### src/rtl/spi_dac_pkg.sv
package spi_dac_pkg;
    localparam int FRAME_BITS = 24;
    localparam int DATA_W     = 16;
    localparam int ADDR_W     = 7;
    localparam int FLT_W      = 7;
    localparam int CMD_W      = FRAME_BITS - DATA_W;
    localparam int CNT_W      = $clog2(FRAME_BITS + 2);

    localparam logic [ADDR_W-1:0] A_DATA  = 7'h01;
    localparam logic [ADDR_W-1:0] A_CTRL  = 7'h02;
    localparam logic [ADDR_W-1:0] A_OFFS  = 7'h03;
    localparam logic [ADDR_W-1:0] A_GAIN  = 7'h04;
    localparam logic [ADDR_W-1:0] A_LDFLT = 7'h05;
    localparam logic [ADDR_W-1:0] A_ALARM = 7'h06;
    localparam logic [ADDR_W-1:0] A_RESET = 7'h07;
    localparam logic [ADDR_W-1:0] A_CONV  = 7'h08;
    localparam logic [ADDR_W-1:0] A_NOP   = 7'h09;

    localparam logic [DATA_W-1:0] CTRL_MASK = 16'h1BC0;
    localparam logic [DATA_W-1:0] OFFS_RST  = 16'h8000;
    localparam logic [DATA_W-1:0] GAIN_RST  = 16'hFFFF;

    typedef enum logic [1:0] {
        FR_IDLE  = 2'd0,
        FR_SHIFT = 2'd1,
        FR_DONE  = 2'd2
    } frame_st_e;
endpackage

### src/rtl/spi_dac_frame.sv
module spi_dac_frame
    import spi_dac_pkg::*;
(
    input  logic                  clk,
    input  logic                  rst_n,
    input  logic                  sclk,
    input  logic                  cs_n,
    input  logic                  mosi,
    input  logic [FRAME_BITS-1:0] tx_word,
    output logic                  miso,
    output logic [FRAME_BITS-1:0] rx_word,
    output logic                  frame_ok,
    output logic                  frame_err
);
    localparam logic [CNT_W-1:0] CNT_FULL = CNT_W'(FRAME_BITS);
    localparam logic [CNT_W-1:0] CNT_MAX  = CNT_W'(FRAME_BITS + 1);

    logic [2:0] sclk_s;
    logic [2:0] cs_s;
    logic [1:0] mosi_s;
    logic       sclk_rise, sclk_fall, cs_fall, cs_rise;

    frame_st_e             state, state_nx;
    logic [CNT_W-1:0]      cnt;
    logic [FRAME_BITS-1:0] rx_sh, tx_sh;

    always_ff @(posedge clk or negedge rst_n) begin
        if (!rst_n) begin
            sclk_s <= 3'b000;
            cs_s   <= 3'b111;
            mosi_s <= 2'b00;
        end else begin
            sclk_s <= {sclk_s[1:0], sclk};
            cs_s   <= {cs_s[1:0], cs_n};
            mosi_s <= {mosi_s[0], mosi};
        end
    end

    assign sclk_rise = sclk_s[1] & ~sclk_s[2];
    assign sclk_fall = ~sclk_s[1] & sclk_s[2];
    assign cs_fall   = ~cs_s[1] & cs_s[2];
    assign cs_rise   = cs_s[1] & ~cs_s[2];

    // state register
    always_ff @(posedge clk or negedge rst_n) begin
        if (!rst_n) state <= FR_IDLE;
        else        state <= state_nx;
    end

    // next state
    always_comb begin
        state_nx = state;
        unique case (state)
            FR_IDLE:  if (cs_fall) state_nx = FR_SHIFT;
            FR_SHIFT: if (cs_rise) state_nx = FR_DONE;
            FR_DONE:  state_nx = FR_IDLE;
            default:  state_nx = FR_IDLE;
        endcase
    end

    // outputs
    always_comb begin
        frame_ok  = 1'b0;
        frame_err = 1'b0;
        if (state == FR_DONE) begin
            frame_ok  = (cnt == CNT_FULL);
            frame_err = (cnt != CNT_FULL);
        end
    end

    always_ff @(posedge clk or negedge rst_n) begin
        if (!rst_n) begin
            cnt   <= '0;
            rx_sh <= '0;
            tx_sh <= '0;
        end else begin
            unique case (state)
                FR_IDLE: if (cs_fall) begin
                    cnt   <= '0;
                    tx_sh <= tx_word;
                end
                FR_SHIFT: begin
                    if (sclk_rise) begin
                        rx_sh <= {rx_sh[FRAME_BITS-2:0], mosi_s[1]};
                        if (cnt != CNT_MAX) cnt <= cnt + 1'b1;
                    end
                    if (sclk_fall) tx_sh <= {tx_sh[FRAME_BITS-2:0], 1'b0};
                end
                FR_DONE: tx_sh <= '0;
                default: tx_sh <= '0;
            endcase
        end
    end

    assign miso    = tx_sh[FRAME_BITS-1];
    assign rx_word = rx_sh;

    AST_DONE_RETURNS: assert property (@(posedge clk) disable iff (!rst_n)
        (state == FR_DONE) |=> (state == FR_IDLE));
    AST_CNT_BOUND: assert property (@(posedge clk) disable iff (!rst_n)
        cnt <= CNT_MAX);
endmodule

### src/rtl/spi_dac_regs.sv
module spi_dac_regs
    import spi_dac_pkg::*;
(
    input  logic                  clk,
    input  logic                  rst_n,
    input  logic                  frame_ok,
    input  logic                  frame_err,
    input  logic [FRAME_BITS-1:0] rx_word,
    input  logic [FLT_W-1:0]      fault_in,
    output logic [FRAME_BITS-1:0] tx_word,
    output logic [DATA_W-1:0]     dac_code,
    output logic                  force_alarm,
    output logic                  conv_start,
    output logic                  fault_out
);
    logic                  is_rd;
    logic [ADDR_W-1:0]     addr;
    logic [DATA_W-1:0]     wdata, rdata, flt_word;
    logic [DATA_W-1:0]     dac_q, ctrl_q, offs_q, gain_q;
    logic                  spi_flag;

    assign is_rd    = rx_word[FRAME_BITS-1];
    assign addr     = rx_word[FRAME_BITS-2:DATA_W];
    assign wdata    = rx_word[DATA_W-1:0];
    assign flt_word = {spi_flag, fault_in, {(DATA_W-FLT_W-1){1'b0}}};

    always_comb begin
        case (addr)
            A_DATA:  rdata = dac_q;
            A_CTRL:  rdata = ctrl_q;
            A_OFFS:  rdata = offs_q;
            A_GAIN:  rdata = gain_q;
            A_LDFLT: rdata = flt_word;
            default: rdata = '0;
        endcase
    end

    always_ff @(posedge clk or negedge rst_n) begin
        if (!rst_n) begin
            dac_q       <= '0;
            ctrl_q      <= '0;
            offs_q      <= OFFS_RST;
            gain_q      <= GAIN_RST;
            dac_code    <= '0;
            force_alarm <= 1'b0;
            spi_flag    <= 1'b0;
            conv_start  <= 1'b0;
            tx_word     <= '0;
        end else begin
            conv_start <= 1'b0;
            if (frame_err) begin
                spi_flag <= 1'b1;
            end else if (frame_ok) begin
                if (is_rd) begin
                    tx_word <= {{CMD_W{1'b0}}, rdata};
                end else begin
                    tx_word <= '0;
                    case (addr)
                        A_DATA:  dac_q       <= wdata;
                        A_CTRL:  ctrl_q      <= wdata & CTRL_MASK;
                        A_OFFS:  offs_q      <= wdata;
                        A_GAIN:  gain_q      <= wdata;
                        A_LDFLT: dac_code    <= dac_q;
                        A_ALARM: force_alarm <= wdata[0];
                        A_CONV:  conv_start  <= 1'b1;
                        A_RESET: begin
                            dac_q       <= '0;
                            ctrl_q      <= '0;
                            offs_q      <= OFFS_RST;
                            gain_q      <= GAIN_RST;
                            dac_code    <= '0;
                            force_alarm <= 1'b0;
                            spi_flag    <= 1'b0;
                        end
                        default: ;
                    endcase
                end
            end
        end
    end

    assign fault_out = spi_flag | (|fault_in[FLT_W-1:FLT_W-4]);

    AST_ERR_SETS_FLAG: assert property (@(posedge clk) disable iff (!rst_n)
        frame_err |=> spi_flag);
    AST_LOAD_COPIES: assert property (@(posedge clk) disable iff (!rst_n)
        (frame_ok && !is_rd && addr == A_LDFLT) |=> (dac_code == $past(dac_q)));
    AST_RESET_CMD: assert property (@(posedge clk) disable iff (!rst_n)
        (frame_ok && !is_rd && addr == A_RESET) |=>
        (gain_q == GAIN_RST && offs_q == OFFS_RST && dac_code == '0 && !spi_flag));
    AST_CONV_ONE_CYCLE: assert property (@(posedge clk) disable iff (!rst_n)
        conv_start |=> !conv_start);
endmodule

### src/rtl/spi_dac_regif.sv
module spi_dac_regif
    import spi_dac_pkg::*;
(
    input  logic              clk,
    input  logic              rst_n,
    input  logic              sclk,
    input  logic              cs_n,
    input  logic              mosi,
    input  logic [FLT_W-1:0]  fault_in,
    output logic              miso,
    output logic              fault_out,
    output logic [DATA_W-1:0] dac_code,
    output logic              force_alarm,
    output logic              conv_start
);
    logic [FRAME_BITS-1:0] tx_word, rx_word;
    logic                  frame_ok, frame_err;

    spi_dac_frame u_frame (
        .clk       (clk),
        .rst_n     (rst_n),
        .sclk      (sclk),
        .cs_n      (cs_n),
        .mosi      (mosi),
        .tx_word   (tx_word),
        .miso      (miso),
        .rx_word   (rx_word),
        .frame_ok  (frame_ok),
        .frame_err (frame_err)
    );

    spi_dac_regs u_regs (
        .clk         (clk),
        .rst_n       (rst_n),
        .frame_ok    (frame_ok),
        .frame_err   (frame_err),
        .rx_word     (rx_word),
        .fault_in    (fault_in),
        .tx_word     (tx_word),
        .dac_code    (dac_code),
        .force_alarm (force_alarm),
        .conv_start  (conv_start),
        .fault_out   (fault_out)
    );

    AST_OVC_PIN: assert property (@(posedge clk) disable iff (!rst_n)
        fault_in[5] |-> fault_out);
endmodule

### config.mk
export PLATFORM = sky130hd
export DESIGN_NAME = spi_dac_regif
export DESIGN_NICKNAME = d
export VERILOG_FILES = /design/src/rtl/spi_dac_pkg.sv /design/src/rtl/spi_dac_frame.sv /design/src/rtl/spi_dac_regs.sv /design/src/rtl/spi_dac_regif.sv
export SDC_FILE = /design/constraint.sdc
export NUM_CORES = 1
export LEC_CHECK = 0
export BUFFER_PORTS_ARGS = -buffer_cell sky130_fd_sc_hd__buf_2
export CORE_ASPECT_RATIO = 0.7
export CORE_MARGIN = 2
export CORE_UTILIZATION = 45
export CTS_BUF_LIST = sky130_fd_sc_hd__clkbuf_4
export DETAILED_ROUTE_END_ITERATION = 12
export PLACE_DENSITY_LB_ADDON = 0.2
export SETUP_SLACK_MARGIN = 0.5
export SLEW_MARGIN = 0
export SYNTH_ARGS = -nofsm -noshare
export SYNTH_HDL_FRONTEND = slang
export SYNTH_SLANG_ARGS = --single-unit
### constraint.sdc
create_clock -name clk -period 2.9 [get_ports clk]
set_input_delay 0.58 -clock clk [delete_from_list [all_inputs] [get_ports clk]]
set_output_delay 0.58 -clock clk [all_outputs]
set_load 0.005 [all_outputs]
==> impl_metrics.tcl, run 1 <==
set metrics [dict create \
    status "finished, final reports clean" \
    drv_cap 0 \
    rows 37 \
    die_w_um 151 \
    min_to "u_frame.cs_s[0]" \
    vias_per_cell 5.44 \
    synth_area_per_cell_um2 11.8 \
    ant_nets 0 \
    arrival_ns 2.76 \
    rsz0062_at_grt "false" \
    syn_inst 578 \
    post_cts_buffers 0 \
    cts_buffers 17 \
    ys_seq_elements 152 \
    vdd_ir_drop_max_v 0.000285 \
    power_density_nw_per_um2 539 \
    r2r-end "u_regs.gain_q[1]" \
    max_clock_freq_mhz 442 \
    antenna_found_initial 0 \
    drt-pass1-iter-count 5 \
    power.leakage_uw 0.00349 \
    htreeDepth 4 \
    finalCritPeriodShare_pct 78.0 \
    mostFrequentLayoutCells "132 x dfrtp_1, 79 x mux2_2, 56 x nand2_1" \
    r2r_slack_ns 0.64 \
    yosys-top-cells-area "dfrtp_1 48%, mux2_2 13%, dfstp_2 7.7%, mux2i_1 3.5%, o21ai_0 3.3%" \
    setup_viol 0 \
    area_growth_pct 10.5 \
    wl_met1_um 6910 \
    fill_cells 1324 \
    yosysTopAreaCell "dfrtp_1" \
    clock_latency_ns 0.57 \
    worst_setup_path_start_kind "register" \
    finalClockSkew_ns 0.0157 \
    clock_sinks 152 \
    first_global_vias 4595 \
    hold_class "input pin to register" \
    synth_edf_count 0 \
    netlist.area_leader.share_pct 48.3 \
    drc 0 \
    clk_path_buf_depth 2 \
    routed_wl_um 14000 \
    die_area_um2 16200 \
    syn_nets 593 \
    dr_wl_met2_um 6360 \
    vias 4447 \
    required_ns 3.40 \
    fin_tns_setup_ns 0 \
    syn_area_um2 6830 \
    initial_core_util_pct 46.3 \
    port_buffers 31 \
    grt_max_degree 53 \
    met3WireLength_um 470 \
    async_reset_ff_share_pct 100 \
    power.total_uw 4070 \
    finalHoldViolCount 0 \
    path_clk_slew_ns 0.12 \
    grt_pass1_wl_um 23800 \
    nNetsFinal 624 \
    cts_root_buf "clkbuf_4" \
    hpwl_um 9490 \
    pin_count 32 \
    hold_depth 1 \
    layout_commonest_cell "dfrtp_1" \
    grt.overflow.total 0 \
    drive_gt1_share_pct 31.2 \
    track_usage_pct 19.2 \
    ys.flop_type "dfrtp_1" \
    drv_slew 0 \
    hold_start "cs_n" \
    ys_seq_area_share_pct 56.0 \
    yosysWarningCount 0 \
    end_kind "register" \
    fin_crit_ns 2.26 \
    place_ws_ns 0.535 \
    place_congestion 0.781 \
    top_layer_used "met4" \
    r2r-start "u_frame.cnt[0]" \
    antennaDiodeCount 0 \
    fp.dieH_um 107 \
    setup_slack_ns 0.638 \
    worstSetupPathType "register to register" \
    drt_iter0_drc 214 \
    wire_per_inst_um 17.1 \
    ys_types 51 \
    post-route-util_pct 51.1 \
    tightest_slew_ns 0.761 \
    coreArea_um2 14800 \
    reg2reg_depth 6 \
    cp_max_fo 16 \
    cts_tree "built" \
    maxSlewHeadroom_pct 49.2 \
]
==> cell type report <==
class                      count  area, um^2  share of cell area (%)
sequential                   152        3830                    50.7
multi-input combinational    361        2770                    36.6
timing repair buffer          51         330                    4.38
clock buffer                  20         150                    1.99
inverter                      26        97.6                    1.29
clock inverter                12         133                    1.76
tap                          195         244                    3.23
==> flip-flops by register name (all words and copies together), names as in the netlist, 5 cells and up <==
| register | cells |
|---|---|
| u_frame.rx_word | 24 |
| u_frame.tx_sh | 24 |
| u_regs.dac_code | 16 |
| u_regs.dac_q | 16 |
| u_regs.gain_q | 16 |
| u_regs.offs_q | 16 |
| u_regs.tx_word | 16 |
| u_regs.ctrl_q | 6 |
| u_frame.cnt | 5 |
==> cells by family after synthesis <==
logic type / Yosys count / share of synthesized area [%]
adder cells (fa/ha/maj): 3 / 0.549
buffers and inverters: 65 / 3.96
XOR/XNOR: 3 / 0.385
multiplexers: 109 / 17.9
flip-flops: 152 / 56.0
AO/OA/AOI/OAI: 98 / 9.27
AND/OR/NAND/NOR: 148 / 12.0
==> critical path: stages (launching register included) <==
cell     delay, ns
dfrtp_1       0.46
inv_1         0.09
ha_1          0.17
and4b_1       0.31
and3_2        0.26
o211a_2       0.49
mux2_2        0.40
==> synthesized netlist by cell type (2+ instances only) <==
cell type,number
nor3b_2,2
o2bb2ai_1,2
mux2_2,79
clkbuf_1,23
nand4_1,2
a21oi_1,7
and2_1,14
xor2_1,3
a2bb2oi_1,3
mux2_4,6
a32oi_1,8
o31ai_1,15
buf_1,4
mux2i_1,24
nor2_1,8
nand4b_1,3
nor2b_1,5
o21ai_0,45
nor3b_1,3
buf_2,9
a211oi_1,2
nand2b_1,17
dfstp_2,20
a31oi_1,2
o211a_1,2
nor3_1,3
ha_1,3
a22oi_1,4
nand3_1,20
nand2_1,56
dfrtp_1,132
nand3b_1,3
buf_4,2
a22o_1,5
inv_1,26
==> metrics by stage <==
stage	cells	instance area (um^2)	hold slack [ns]
2_1_floorplan	578	6830	0.284
3_3_place_gp	784	7250	0.341
3_5_place_dp	784	7250	0.342
4_1_cts	817	7550	0.0608
5_1_grt	817	7550	0.0594
6_report	817	7550	0.102
==> power by group <==
part / leakage (uW) / switching [uW] / internal [uW]
Combinational: 0.00135 / 224 / 187
Clock: 0.000156 / 726 / 608
Sequential: 0.00198 / 94.9 / 2230
Total: 0.00349 / 1040 / 3030
==> worst max path at each step <==
stage | startpoint | endpoint | slack, ns
detailed placement | u_frame.cnt[0] | u_regs.gain_q[1] | 0.53
CTS | u_frame.cnt[0] | u_regs.gain_q[1] | 0.52
global route | u_frame.cnt[0] | u_regs.offs_q[4] | 0.50
floorplan | u_frame.cnt[0] | u_regs.dac_q[1] | 0.82
finish | u_frame.cnt[0] | u_regs.gain_q[1] | 0.64
global placement | u_frame.cnt[0] | u_regs.gain_q[4] | 0.64
==> routing by layer <==
layer	vias up	track usage, %
met5	-	0
met1	2259	27.2
met4	0	8.81
met3	20	3.57
li1	2098	-
met2	70	28.8
==> what timing repair did <==
action / in CTS / in global routing
endpoints found under the setup margin: 0 / 21
hold buffers: 1 / 0
gates resized for setup: 0 / 2
hold endpoints to repair: 41 / 0
Power figures use the tool's default switching activity.
==> run 2: changes to the inputs <==
--- a/config.mk
+++ b/config.mk
@@ -5,6 +5,7 @@
 export SDC_FILE = /design/constraint.sdc
 export NUM_CORES = 1
 export LEC_CHECK = 0
+export ABC_AREA = 1
 export BUFFER_PORTS_ARGS = -buffer_cell sky130_fd_sc_hd__buf_2
 export CORE_ASPECT_RATIO = 0.7
 export CORE_MARGIN = 2
==> constraint.sdc (replaced) <==
create_clock -name clk -period 2.1 [get_ports clk]
set_input_delay 0.42 -clock clk [delete_from_list [all_inputs] [get_ports clk]]
set_output_delay 0.42 -clock clk [all_outputs]
set_load 0.005 [all_outputs]
==> run 2 against run 1 <==
  * Synthesized cell count up 40%
  * Final cell count rose by 41%
  * Clock-buffer cell count down 3
  * Largest power group unchanged
  * Core utilization grew 11 points
  * Wire length is 50% higher
  * Highest routed layer unchanged
  * Clock power increased by 48%
  * Critical endpoint is now fault_out
  * Clock skew grew 0.013 ns
  * Register-to-register slack got worse by 0.32 ns
  * Via count is 41% higher
==> impl_metrics.tcl, run 2 <==
set metrics [dict create \
    status "finished, final reports clean" \
    coreArea_um2 15400 \
    hold_class "input pin to register" \
    area_growth_pct 35.6 \
    fin_tns_setup_ns 0 \
    arrival_ns 1.41 \
    first_global_vias 5462 \
    ys_seq_elements 152 \
    drt-pass1-iter-count 5 \
    worst_setup_path_start_kind "register" \
    finalCritPeriodShare_pct 87.3 \
    clock_sinks 152 \
    ant_nets 0 \
    synth-simple-area-share_pct 23.0 \
    yosysMostFrequentCell "nand2_1" \
    syn_nets 822 \
    mostFrequentLayoutCells "194 x nand2_1, 129 x dfrtp_1, 70 x inv_1" \
    vias 6260 \
    hold_depth 5 \
    layout_commonest_cell "nand2_1" \
    drc 0 \
    tightest_slew_ns 0.394 \
    vdd_ir_drop_max_v 0.000341 \
    port_buffers 31 \
    place_congestion 0.872 \
    cp-startpoint "u_regs.spi_flag" \
    synth-xor-area-share_pct 0.248 \
    rows 38 \
    ys.flop_type "dfrtp_1" \
    path_clk_slew_ns 0.14 \
    setup_viol 0 \
    required_ns 1.68 \
    vias_per_cell 5.42 \
    yosysTopAreaCell "dfrtp_1" \
    antenna_found_initial 1 \
    synth_commonest_cells "284 x nand2_1, 132 x dfrtp_1, 76 x inv_1" \
    hpwl_um 11800 \
    rsz0062_at_grt "true" \
    async_reset_ff_share_pct 100 \
    finalHoldViolCount 0 \
    cts_root_buf "clkbuf_4" \
    ys_types 31 \
    synth_top_family_by_area "simple AND/OR/NAND/NOR gates" \
    synth_area_per_cell_um2 8.75 \
    hold_start "fault_in[2]" \
    routed_wl_um 20900 \
    track_usage_pct 23.2 \
    muxShareOfSynthArea_pct 0 \
    grt_max_degree 46 \
    die_area_um2 16700 \
    power_density_nw_per_um2 699 \
    synth_compound_area_share_pct 13.6 \
    clk_path_buf_depth 2 \
    drv_slew 0 \
    maxSlewHeadroom_pct 73.8 \
    fp.dieH_um 109 \
    dp.cells 1023 \
    grt.overflow.total 0 \
    wire_per_inst_um 18.1 \
    end_kind "primary output" \
    layout.cells.non_filler 1154 \
    drv_cap 0 \
    max_clock_freq_mhz 546 \
    cp_max_fo 2 \
    cts_tree "built" \
    worstSetupPathType "register to primary output" \
    reg2reg_depth 10 \
    syn_inst 807 \
    syn_area_um2 7060 \
    r2r-start "u_frame.rx_word[19]" \
    clock_latency_ns 0.59 \
    nNetsFinal 955 \
    synth-adder-area-share_pct 0.531 \
    ys_seq_area_share_pct 54.2 \
    yosys-top-cells-area "dfrtp_1 47%, nand2_1 15%, dfstp_2 7.4%, o21ai_2 5.6%, inv_1 4.0%" \
    pin_count 32 \
    drive_gt1_share_pct 42.8 \
    cts_buffers 17 \
    grt_pass1_wl_um 29800 \
    finalClockSkew_ns 0.0288 \
    synth_edf_count 0 \
    yosysWarningCount 0 \
    drt_iter0_drc 507 \
    netlist.area_leader.share_pct 46.8 \
    htreeDepth 4 \
    fin_crit_ns 1.83 \
    initial_core_util_pct 45.9 \
    die_w_um 154 \
    power.leakage_uw 0.00454 \
]
==> run 2: timing repair <==
action / in CTS / in global routing
buffers inserted: 44 / 35
gates cloned: 6 / 9
resized for setup: 44 / 204
hold buffers: 4 / 0
endpoints found under the setup margin: 117 / 122
pin swaps: 16 / 35
hold endpoints to repair: 19 / 0
==> run 2: worst paths after layout <==
kind | endpoint | slack, ns
min in group asynchronous | u_frame.rx_word[2] | 0.30
max in group asynchronous | u_regs.dac_q[0] | 1.11
min | u_regs.tx_word[10] | 0.23
max reg2reg | u_regs.tx_word[14] | 0.32
max | fault_out | 0.27
min reg2reg | u_frame.mosi_s[1] | 0.36
==> run 2: cell type report <==
class | instances | area, um^2
Clock inverter | 15 | 176
Timing Repair Buffer | 145 | 1510
Tap cell | 200 | 250
Antenna cell | 1 | 2.50
Inverter | 89 | 393
Clock buffer | 17 | 128
Fill cell | 1234 | 5830
Timing Repair inverter | 1 | 7.51
Sequential cell | 152 | 3830
Multi-Input combinational cell | 534 | 3280
==> run 2: kinds of logic after synthesis <==
| logic type | Yosys count |
|---|---|
| compound gates | 147 |
| xor+xnor | 2 |
| fa+ha+maj | 3 |
| buf+inv | 123 |
| flops | 152 |
| simple gates | 380 |
==> run 2: metrics by stage <==
stage	total power, uW	hold slack [ns]	util [%]	worst slack, ns	cell area (um^2)
after floorplan	4090	0.124	-	0.624	7060
after global placement	4480	0.343	48.1	0.267	7400
after detailed placement	4510	0.336	48.1	0.187	7400
after CTS	6530	0.203	54.7	0.260	8430
after global routing	7080	0.239	62.2	0.182	9580
final	6690	0.232	62.2	0.267	9580
==> run 2: power by group <==
group	leakage [uW]	total (uW)	internal (uW)	switching (uW)
Clock	0.000164	1970	753	1210
Combinational	0.00241	1400	488	910
Sequential	0.00197	3330	3150	173
==> run 2: critical path, cell delays in order, from the launching register on <==
cell	delay, ns
dfrtp_1	0.42
nor3_2	0.19
nand2_1	0.08
buf_2	0.13
==> run 2: layer usage <==
metal  vias to the layer above  GRT usage (%)  share of wire [%]
met1                      3062           35.0                 45
met3                        43           6.08                8.7
met5                         -              0                  0
met4                         0           6.68                2.8
met2                       310           33.0                 43
li1                       2845              -                  -
